File: src/rtl/reloc_pkg.sv
package reloc_pkg;
  typedef enum logic {
    CFG_BASE  = 1'b0,
    CFG_BOUND = 1'b1
  } cfg_sel_e;

  // travels with each issued reference until its read data returns
  typedef struct packed {
    logic rd;   // a read was issued
    logic flt;  // it violated the bound
  } rd_tag_t;
endpackage

File: src/rtl/reloc_cfg_regs.sv
module reloc_cfg_regs
  import reloc_pkg::*;
#(
  parameter int unsigned PADDR_W = 10
) (
  input  logic               clk,
  input  logic               rst_n,
  input  logic               load_i,
  input  cfg_sel_e           sel_i,
  input  logic [PADDR_W-1:0] value_i,
  output logic [PADDR_W-1:0] base_o,
  output logic [PADDR_W-1:0] bound_o
);
  logic [PADDR_W-1:0] base_q, base_d;
  logic [PADDR_W-1:0] bound_q, bound_d;
  logic               base_en, bound_en;

  always_comb begin
    base_en  = load_i && (sel_i == CFG_BASE);
    bound_en = load_i && (sel_i == CFG_BOUND);
    base_d   = value_i;
    bound_d  = value_i;
  end

  always_ff @(posedge clk or negedge rst_n) begin
    if (!rst_n) begin
      base_q  <= '0;
      bound_q <= '0;
    end else begin
      if (base_en)  base_q  <= base_d;
      if (bound_en) bound_q <= bound_d;
    end
  end

  assign base_o  = base_q;
  assign bound_o = bound_q;
endmodule

File: src/rtl/reloc_issue.sv
module reloc_issue
  import reloc_pkg::*;
#(
  parameter int unsigned LADDR_W = 8,
  parameter int unsigned PADDR_W = 10,
  parameter int unsigned DATA_W  = 16
) (
  input  logic               clk,
  input  logic               rst_n,
  input  logic               ref_valid_i,
  input  logic               ref_write_i,
  input  logic [LADDR_W-1:0] ref_laddr_i,
  input  logic [DATA_W-1:0]  ref_wdata_i,
  input  logic [PADDR_W-1:0] base_i,
  input  logic [PADDR_W-1:0] bound_i,
  output logic               req_o,
  output logic               we_o,
  output logic [PADDR_W-1:0] paddr_o,
  output logic [DATA_W-1:0]  wdata_o,
  output logic               fault_o,
  output rd_tag_t            tag_o
);
  localparam int unsigned EXT_W = PADDR_W - LADDR_W;

  logic [PADDR_W-1:0] laddr_ext;
  logic [PADDR_W-1:0] paddr_d;
  logic               viol;
  logic               req_d, fault_d, data_en;
  rd_tag_t            tag_d;

  logic               req_q, we_q, fault_q;
  logic [PADDR_W-1:0] paddr_q;
  logic [DATA_W-1:0]  wdata_q;
  rd_tag_t            tag_q;

  // relocation and bound compare side by side in one cycle
  always_comb begin
    laddr_ext = {{EXT_W{1'b0}}, ref_laddr_i};
    paddr_d   = base_i + laddr_ext;
    viol      = (laddr_ext >= bound_i);
    // reads go out speculatively; only writes wait for the check
    req_d     = ref_valid_i && (!ref_write_i || !viol);
    fault_d   = ref_valid_i && viol;
    tag_d.rd  = ref_valid_i && !ref_write_i;
    tag_d.flt = viol;
    data_en   = ref_valid_i;
  end

  always_ff @(posedge clk or negedge rst_n) begin
    if (!rst_n) begin
      req_q   <= 1'b0;
      fault_q <= 1'b0;
      tag_q   <= '0;
    end else begin
      req_q   <= req_d;
      fault_q <= fault_d;
      tag_q   <= tag_d;
    end
  end

  always_ff @(posedge clk or negedge rst_n) begin
    if (!rst_n) begin
      we_q    <= 1'b0;
      paddr_q <= '0;
      wdata_q <= '0;
    end else if (data_en) begin
      we_q    <= ref_write_i;
      paddr_q <= paddr_d;
      wdata_q <= ref_wdata_i;
    end
  end

  assign req_o   = req_q;
  assign we_o    = we_q && req_q;
  assign paddr_o = paddr_q;
  assign wdata_o = wdata_q;
  assign fault_o = fault_q;
  assign tag_o   = tag_q;
endmodule

File: src/rtl/reloc_tag_pipe.sv
module reloc_tag_pipe
  import reloc_pkg::*;
#(
  parameter int unsigned DEPTH = 4
) (
  input  logic    clk,
  input  logic    rst_n,
  input  rd_tag_t tag_i,
  output logic    rd_valid_o
);
  rd_tag_t [DEPTH-1:0] pipe_q;
  rd_tag_t [DEPTH-1:0] pipe_d;

  generate
    if (DEPTH == 1) begin : g_single
      always_comb pipe_d[0] = tag_i;
    end else begin : g_shift
      always_comb pipe_d = {pipe_q[DEPTH-2:0], tag_i};
    end
  endgenerate

  always_ff @(posedge clk or negedge rst_n) begin
    if (!rst_n) pipe_q <= '0;
    else        pipe_q <= pipe_d;
  end

  assign rd_valid_o = pipe_q[DEPTH-1].rd && !pipe_q[DEPTH-1].flt;
endmodule

File: src/rtl/reloc_guard.sv
module reloc_guard
  import reloc_pkg::*;
#(
  parameter int unsigned LADDR_W = 8,
  parameter int unsigned PADDR_W = 10,
  parameter int unsigned DATA_W  = 16,
  parameter int unsigned MEM_LAT = 4
) (
  input  logic               clk,
  input  logic               rst_n,
  input  logic               cfg_load_i,
  input  logic               cfg_sel_i,
  input  logic [PADDR_W-1:0] cfg_value_i,
  input  logic               ref_valid_i,
  input  logic               ref_write_i,
  input  logic [LADDR_W-1:0] ref_laddr_i,
  input  logic [DATA_W-1:0]  ref_wdata_i,
  output logic               mem_req_o,
  output logic               mem_we_o,
  output logic [PADDR_W-1:0] mem_paddr_o,
  output logic [DATA_W-1:0]  mem_wdata_o,
  input  logic [DATA_W-1:0]  mem_rdata_i,
  output logic               rd_valid_o,
  output logic [DATA_W-1:0]  rd_data_o,
  output logic               fault_o
);
  logic [PADDR_W-1:0] base_w, bound_w;
  rd_tag_t            tag_w;
  logic               rd_ok;

  reloc_cfg_regs #(.PADDR_W(PADDR_W)) u_cfg (
    .clk     (clk),
    .rst_n   (rst_n),
    .load_i  (cfg_load_i),
    .sel_i   (cfg_sel_e'(cfg_sel_i)),
    .value_i (cfg_value_i),
    .base_o  (base_w),
    .bound_o (bound_w)
  );

  reloc_issue #(.LADDR_W(LADDR_W), .PADDR_W(PADDR_W), .DATA_W(DATA_W)) u_issue (
    .clk         (clk),
    .rst_n       (rst_n),
    .ref_valid_i (ref_valid_i),
    .ref_write_i (ref_write_i),
    .ref_laddr_i (ref_laddr_i),
    .ref_wdata_i (ref_wdata_i),
    .base_i      (base_w),
    .bound_i     (bound_w),
    .req_o       (mem_req_o),
    .we_o        (mem_we_o),
    .paddr_o     (mem_paddr_o),
    .wdata_o     (mem_wdata_o),
    .fault_o     (fault_o),
    .tag_o       (tag_w)
  );

  reloc_tag_pipe #(.DEPTH(MEM_LAT)) u_tags (
    .clk        (clk),
    .rst_n      (rst_n),
    .tag_i      (tag_w),
    .rd_valid_o (rd_ok)
  );

  assign rd_valid_o = rd_ok;
  assign rd_data_o  = rd_ok ? mem_rdata_i : '0;
endmodule

File: config.mk
export PLATFORM = sky130hd
export DESIGN_NAME = reloc_guard
export DESIGN_NICKNAME = d
export VERILOG_FILES = /design/src/rtl/reloc_pkg.sv /design/src/rtl/reloc_cfg_regs.sv /design/src/rtl/reloc_issue.sv /design/src/rtl/reloc_tag_pipe.sv /design/src/rtl/reloc_guard.sv
export SDC_FILE = /design/constraint.sdc
export NUM_CORES = 1
export LEC_CHECK = 0
export CORE_MARGIN = 2
export CORE_UTILIZATION = 48
export DETAILED_ROUTE_END_ITERATION = 7
export GPL_TIMING_DRIVEN = 0
export PLACE_DENSITY_LB_ADDON = 0.05
export SLEW_MARGIN = 40
export SYNTH_ARGS = -nofsm -noshare
export SYNTH_HDL_FRONTEND = slang
export SYNTH_SLANG_ARGS = --single-unit
File: constraint.sdc
create_clock -name clk -period 3.6 [get_ports clk]
set_clock_uncertainty 0.1 [all_clocks]
set_input_delay 1.08 -clock clk [delete_from_list [all_inputs] [get_ports clk]]
set_output_delay 1.08 -clock clk [all_outputs]
set_load 0.03 [all_outputs]
### Word-level counts from Yosys, hierarchy flattened

Index checks and enable logic that the tools add are counted.

| storage, ports and cells | value |
|---|---|
| register bits after elaboration | 59 |
| bits in latches | 0 |
| bits in writable memories | 0 |
| ROM bits | 0 |
| input bits | 56 |
| output and inout bits | 46 |
| logic and storage cells | 32 |
| memories | 0 |

| cells by class | value |
|---|---|
| $add $sub $neg | 1 |
| multipliers | 0 |
| divide/modulo/power cells | 0 |
| magnitude comparators | 1 |
| eq/ne operators | 0 |
| shift operators | 0 |
| mux-type cells | 1 |
| bitwise operators | 1 |
| reduce and logical (&&, ||, !) cells | 11 |

Operators by type and width:

| cell | number |
|---|---|
| two-way mux 16 bit | 1 |
| adder 10 x 8 -> 10 bit | 1 |
| >= comparator 8 x 10 -> 1 bit | 1 |
| logical AND 1 bit | 7 |
| zero test 1 bit | 3 |
| logical OR 1 bit | 1 |
| inverter 1 bit | 1 |

### Longest topological paths before layout

| logic depth | value |
|---|---|
| depth after elaboration | 4 |
| gate-level depth with buffers | 7 |
| depth with buffers taken out | 7 |

### By module

From an unflattened synthesis, not the netlist that was laid out.

| unflattened totals | value |
|---|---|
| cell total of the unflattened synthesis | 210 |
| area, all modules | 2800.2 µm² |

Modules (own cells, without submodules):

| module | times used | cells an instance | area each (µm²) | sequential area each (µm²) |
|---|---|---|---|---|
| reloc_issue | 1 | 141 | 1672.9 | 775.7 |
| reloc_cfg_regs | 1 | 43 | 787.0 | 500.5 |
| reloc_tag_pipe | 1 | 9 | 214.0 | 200.2 |
| reloc_guard | 1 | 17 | 126.4 | 0.0 |

### Worst setup path after synthesis

OpenSTA, ideal clock, no wires.

| timing | value |
|---|---|
| path kind | input-to-reg |
| start point | in ref_laddr_i[0] |
| end point | reg u_issue.paddr_q[8], in the netlist u_issue.paddr_o[8] |
| setup time | 0.126 ns |
| data arrival time | 2.731 ns |
| data required time | 3.374 ns |
| path slack | 0.643 ns |
| cell stages on the path | 7 |
| path buffers | 0 |
| path through | ha_1 > fa_1 > a211oi_2 > o21bai_1 > a31o_1 > a21o_1 > a221o_1 |

| between the ends | value |
|---|---|
| longest elaborated chain between the ends | 1 |

RTL lines:

| element | line | text |
|---|---|---|
| from (decl) | reloc_guard.sv:16 | `input logic [LADDR_W-1:0] ref_laddr_i,` |
| adder 10 x 8 -> 10 bit | reloc_issue.sv:39 | `paddr_d = base_i + laddr_ext;` |
| to (signal assigned) | reloc_issue.sv:68 | `paddr_q <= paddr_d;` |
| to (decl) | reloc_issue.sv:32 | `logic [PADDR_W-1:0] paddr_q;` |

No other way between the ends.
A chain may end at the register's enable or synchronous reset.

### Worst setup path after layout

| timing | value |
|---|---|
| start point | in mem_rdata_i[8] |
| end point | out rd_data_o[8] |

| between the ends | value |
|---|---|
| longest elaborated chain between the ends | 1 |

RTL lines:

| element | line | text |
|---|---|---|
| from (decl) | reloc_guard.sv:22 | `input logic [DATA_W-1:0] mem_rdata_i,` |
| two-way mux 16 bit | reloc_guard.sv:66 | `assign rd_data_o = rd_ok ? mem_rdata_i : '0;` |
| to (decl) | reloc_guard.sv:24 | `output logic [DATA_W-1:0] rd_data_o,` |

No other way between the ends.

==> impl_summary.log <==
[metrics] die span in y: 79.26 µm
[metrics] Syn Inst Count: 209
[metrics] Antenna diodes: 0
[metrics] proportion of layout cells with a drive suffix above 1: 7.645%
[metrics] kind of cell with the highest combined delay on the critical path: buffers and inverters
[metrics] element type at the critical path end: output port
[metrics] routed length per instance: 14.70 µm
[metrics] H-tree lvl count: 3
[metrics] maximum vdd ir drop: 0.3002 mV
[metrics] placeable core area: 5473 µm²
[metrics] post-route DRC violation count: 0
[metrics] deepest clock path buffer count: 2
[metrics] port buffer count: 101
[metrics] number of optimization iterations in the first detailed-route pass: 4
[metrics] post-synthesis area per instance: 13.01 µm²
[metrics] Tightest Hold Check Type: register to register
[metrics] grt ovf: 0
[metrics] actual slew at the worst max-slew pin: 0.5945 ns
[metrics] effective utilization at floorplan: 49.68%
[metrics] Synthesized Nets: 282
[metrics] nets@finish: 395
[metrics] fraction of the yosys area taken by sequential cells: 54.30%
[metrics] worst setup path category: input port to output port
[metrics] crit path buf inv count: 2
[metrics] Horiz. Die Dim: 79.26 µm
[metrics] via total after detailed routing: 2038
[metrics] Boundary Pins: 102
[metrics] Post-DP HPWL: 4631 µm
[metrics] Highest Clock Rate: 0.2820 GHz
[metrics] placed cell area: 3837 µm²
[metrics] final critical path time including I/O delays and setup: 3.546 ns
[metrics] Placed Cells incl. Taps: 383
[metrics] run status: finished clean
[metrics] Stages on worst setup path: 3
[metrics] vias in the first global route: 1989
[metrics] hold_ws: 0.2479 ns
[metrics] critical path peak fanout: 1
[metrics] Hold Path Stages: 0
[metrics] standard-cell row count: 27
[metrics] most common cell after layout, fill and taps aside: sky130_fd_sc_hd__clkdlybuf4s50_1
[metrics] global-route usage over all layers: 20.02%
[metrics] number of buffers created by CTS: 9
[metrics] routability congestion estimate: 0.7795
[metrics] stage delay of the slowest cell on the critical path: 0.66 ns
[metrics] leading cell types in the layout, fill and taps excluded: sky130_fd_sc_hd__clkdlybuf4s50_1 (100), sky130_fd_sc_hd__dfrtp_1 (59), sky130_fd_sc_hd__mux2_1 (38)
[metrics] data arrival at the endpoint of the critical path: 2.37 ns
[metrics] RSZ-0062 raised after global routing: false
[metrics] Finished Layout Cells: 399
[metrics] cts repair resizes: 0
[metrics] post-synthesis sequential element count: 59
[metrics] Max-Cap Viols: 0
[metrics] cell seen most often among critical-path stages: sky130_fd_sc_hd__clkdlybuf4s50_1
[metrics] largest net degree at the start of global routing: 42
[metrics] root buffer selected by CTS: sky130_fd_sc_hd__clkbuf_8
[metrics] leakage power: 1.758 nW
[metrics] summed area of non-filler cells in the final layout: 4016 µm²
[metrics] Die ar.: 6282 µm²
[metrics] count of endpoints failing setup in the final report: 0
[metrics] CP max-delay cell: sky130_fd_sc_hd__clkdlybuf4s50_1
[metrics] number of filler cells placed in the layout: 403
[metrics] critical path startpoint category: input port
[metrics] Mapped Area: 2719 µm²
[metrics] Skew-Pair Late Insertion Delay: 0.33 ns
[metrics] hold-fix buffer count after cts: 0
[metrics] Synth cell types: 35
[metrics] drt initial violations: 109
[metrics] FF-to-FF path depth: 7
[metrics] power density relative to cell area: 492.9 nW/µm²
[metrics] Setup Buffers After CTS: 0
[metrics] P&R area growth vs syn: 47.72%
[metrics] antenna violations before repair: 0
[metrics] register clock-pin slew on the reported worst setup and hold paths: 0.06 ns
[metrics] synthesis warning total: 0
[metrics] Via density: 5.108
[metrics] wire length of the first global-routing pass: 9480 µm
[metrics] data required time of the critical path: 2.42 ns
[metrics] residual antenna-violating net count after detailed routing: 0
[metrics] sinks on the clock net: 59
[metrics] post-layout power: 1.980 mW
[metrics] Max Transition Viols Final: 0
[metrics] Period Utilization, post-route: 98.49%
[metrics] TritonCTS clock tree: built
[metrics] cells along the critical path: clkdlybuf4s50_1 -> and2_1 -> clkdlybuf4s50_1
[metrics] Hold Fails Final Rpt: 0
[metrics] Detailed Route WL: 5867 µm
[metrics] tightest slew margin relative to the limit: 60.37%
==> worst register-to-register path: stages (launching register included) <==
cell	delay (ns)
sky130_fd_sc_hd__dfrtp_1	0.39
sky130_fd_sc_hd__ha_1	0.23
sky130_fd_sc_hd__fa_1	0.44
sky130_fd_sc_hd__a211oi_2	0.22
sky130_fd_sc_hd__o21bai_1	0.13
sky130_fd_sc_hd__a31o_1	0.28
sky130_fd_sc_hd__a21o_1	0.19
sky130_fd_sc_hd__a221o_1	0.28
==> path summary, 6_finish.rpt <==
path | from | end | slack [ns]
max | mem_rdata_i[8] | rd_data_o[8] | 0.05
min | u_issue.tag_o[0] | u_tags.pipe_d[2] | 0.25
max reg2reg | u_cfg.base_o[0] | u_issue.paddr_o[8] | 1.23
min reg2reg | u_issue.tag_o[0] | u_tags.pipe_d[2] | 0.25
max in group asynchronous | rst_n | u_tags.pipe_q[7] | 2.41
min in group asynchronous | rst_n | u_issue.wdata_o[3] | 0.51
==> layout make-up <==
class	count	area [µm²]	share of cell area (%)
sequential	59	1476	36.76
multi-input combinational	134	1182	29.44
timing repair buffer	102	1028	25.61
clock buffer	11	151.4	3.769
tap	72	90.09	2.243
inverter	11	41.29	1.028
clock inverter	5	27.53	0.6854
buffer	5	18.77	0.4673
==> metal layers <==
metal,up-vias,GRT usage [%],share of wire (%)
li1,968,-,-
met1,970,25.61,44
met2,85,31.44,46
met3,15,5.227,7.6
met4,0,10.34,2.0
met5,-,0,0
==> flip-flops by register name, summed over array words and instances (netlist names) <==
| name | cells |
|---|---|
| u_tags.pipe_d | 6 |
| u_issue.fault_o | 1 |
| u_cfg.bound_o | 10 |
| u_issue.wdata_o | 16 |
| u_cfg.base_o | 10 |
| u_issue.tag_o | 2 |
| u_tags.pipe_q | 2 |
| u_issue.we_q | 1 |
| u_issue.paddr_o | 10 |
| u_issue.req_o | 1 |
==> synth_stat cells <==
master	number	area, µm²
sky130_fd_sc_hd__xnor2_1	3	26.28
sky130_fd_sc_hd__o21ai_0	4	20.02
sky130_fd_sc_hd__ha_1	16	200.2
sky130_fd_sc_hd__nor2b_1	3	18.77
sky130_fd_sc_hd__a31o_1	1	8.760
sky130_fd_sc_hd__a21o_1	5	37.54
sky130_fd_sc_hd__mux2_2	4	45.04
sky130_fd_sc_hd__a211oi_2	1	12.51
sky130_fd_sc_hd__o31ai_1	1	7.510
sky130_fd_sc_hd__and2_1	17	106.4
sky130_fd_sc_hd__o22ai_1	1	6.260
sky130_fd_sc_hd__a2111oi_4	1	27.53
sky130_fd_sc_hd__nand4_1	1	6.260
sky130_fd_sc_hd__o211a_1	1	10.01
sky130_fd_sc_hd__fa_1	1	20.02
sky130_fd_sc_hd__clkbuf_1	2	7.510
sky130_fd_sc_hd__or3_1	1	6.260
sky130_fd_sc_hd__a311oi_1	1	8.760
sky130_fd_sc_hd__nor2_1	5	18.77
sky130_fd_sc_hd__buf_1	3	11.26
sky130_fd_sc_hd__inv_1	10	37.54
sky130_fd_sc_hd__o211ai_1	2	15.01
sky130_fd_sc_hd__a221o_1	1	10.01
sky130_fd_sc_hd__a21boi_0	1	7.510
sky130_fd_sc_hd__a211oi_1	3	22.52
sky130_fd_sc_hd__a21oi_1	9	45.04
sky130_fd_sc_hd__a31oi_1	1	6.260
sky130_fd_sc_hd__inv_2	1	3.750
sky130_fd_sc_hd__o21ai_1	3	15.01
sky130_fd_sc_hd__o21bai_1	1	7.510
sky130_fd_sc_hd__o21a_1	1	7.510
sky130_fd_sc_hd__xor2_1	1	8.760
sky130_fd_sc_hd__dfrtp_1	59	1476
sky130_fd_sc_hd__nand2_1	6	22.52
sky130_fd_sc_hd__mux2_1	38	427.9
==> cell families (layout without fill, tap and decap cells) <==
group	Yosys count	after routing	share of synthesized area, %
DFF	59	59	54.30
muxes	42	42	17.40
AOI/OAI and AO/OA	38	38	10.12
and+or+nand+nor	33	33	6.581
adders and majority gates	17	17	8.099
buffers and inverters	16	134	2.209
xor gates and xnor gates	4	4	1.289
==> per-stage QoR <==
| stage | TNS (ns) | util [%] | worst slack, ns |
|---|---|---|---|
| after floorplan | 0 | - | 0.6427 |
| after global routing | 0 | 73.39 | 0.03171 |
| after global placement | -27.57 | 69.80 | -0.4712 |
| final | 0 | 73.39 | 0.05443 |
| after detailed placement | 0 | 70.12 | 0.03800 |
| after CTS | 0 | 73.39 | 0.03756 |
==> where the power goes <==
group | total (mW) | switching, mW | internal, mW
registers | 0.815 | 0.0509 | 0.764
logic | 0.629 | 0.328 | 0.301
clock network | 0.535 | 0.253 | 0.282
(Power assumes the default switching activity.)
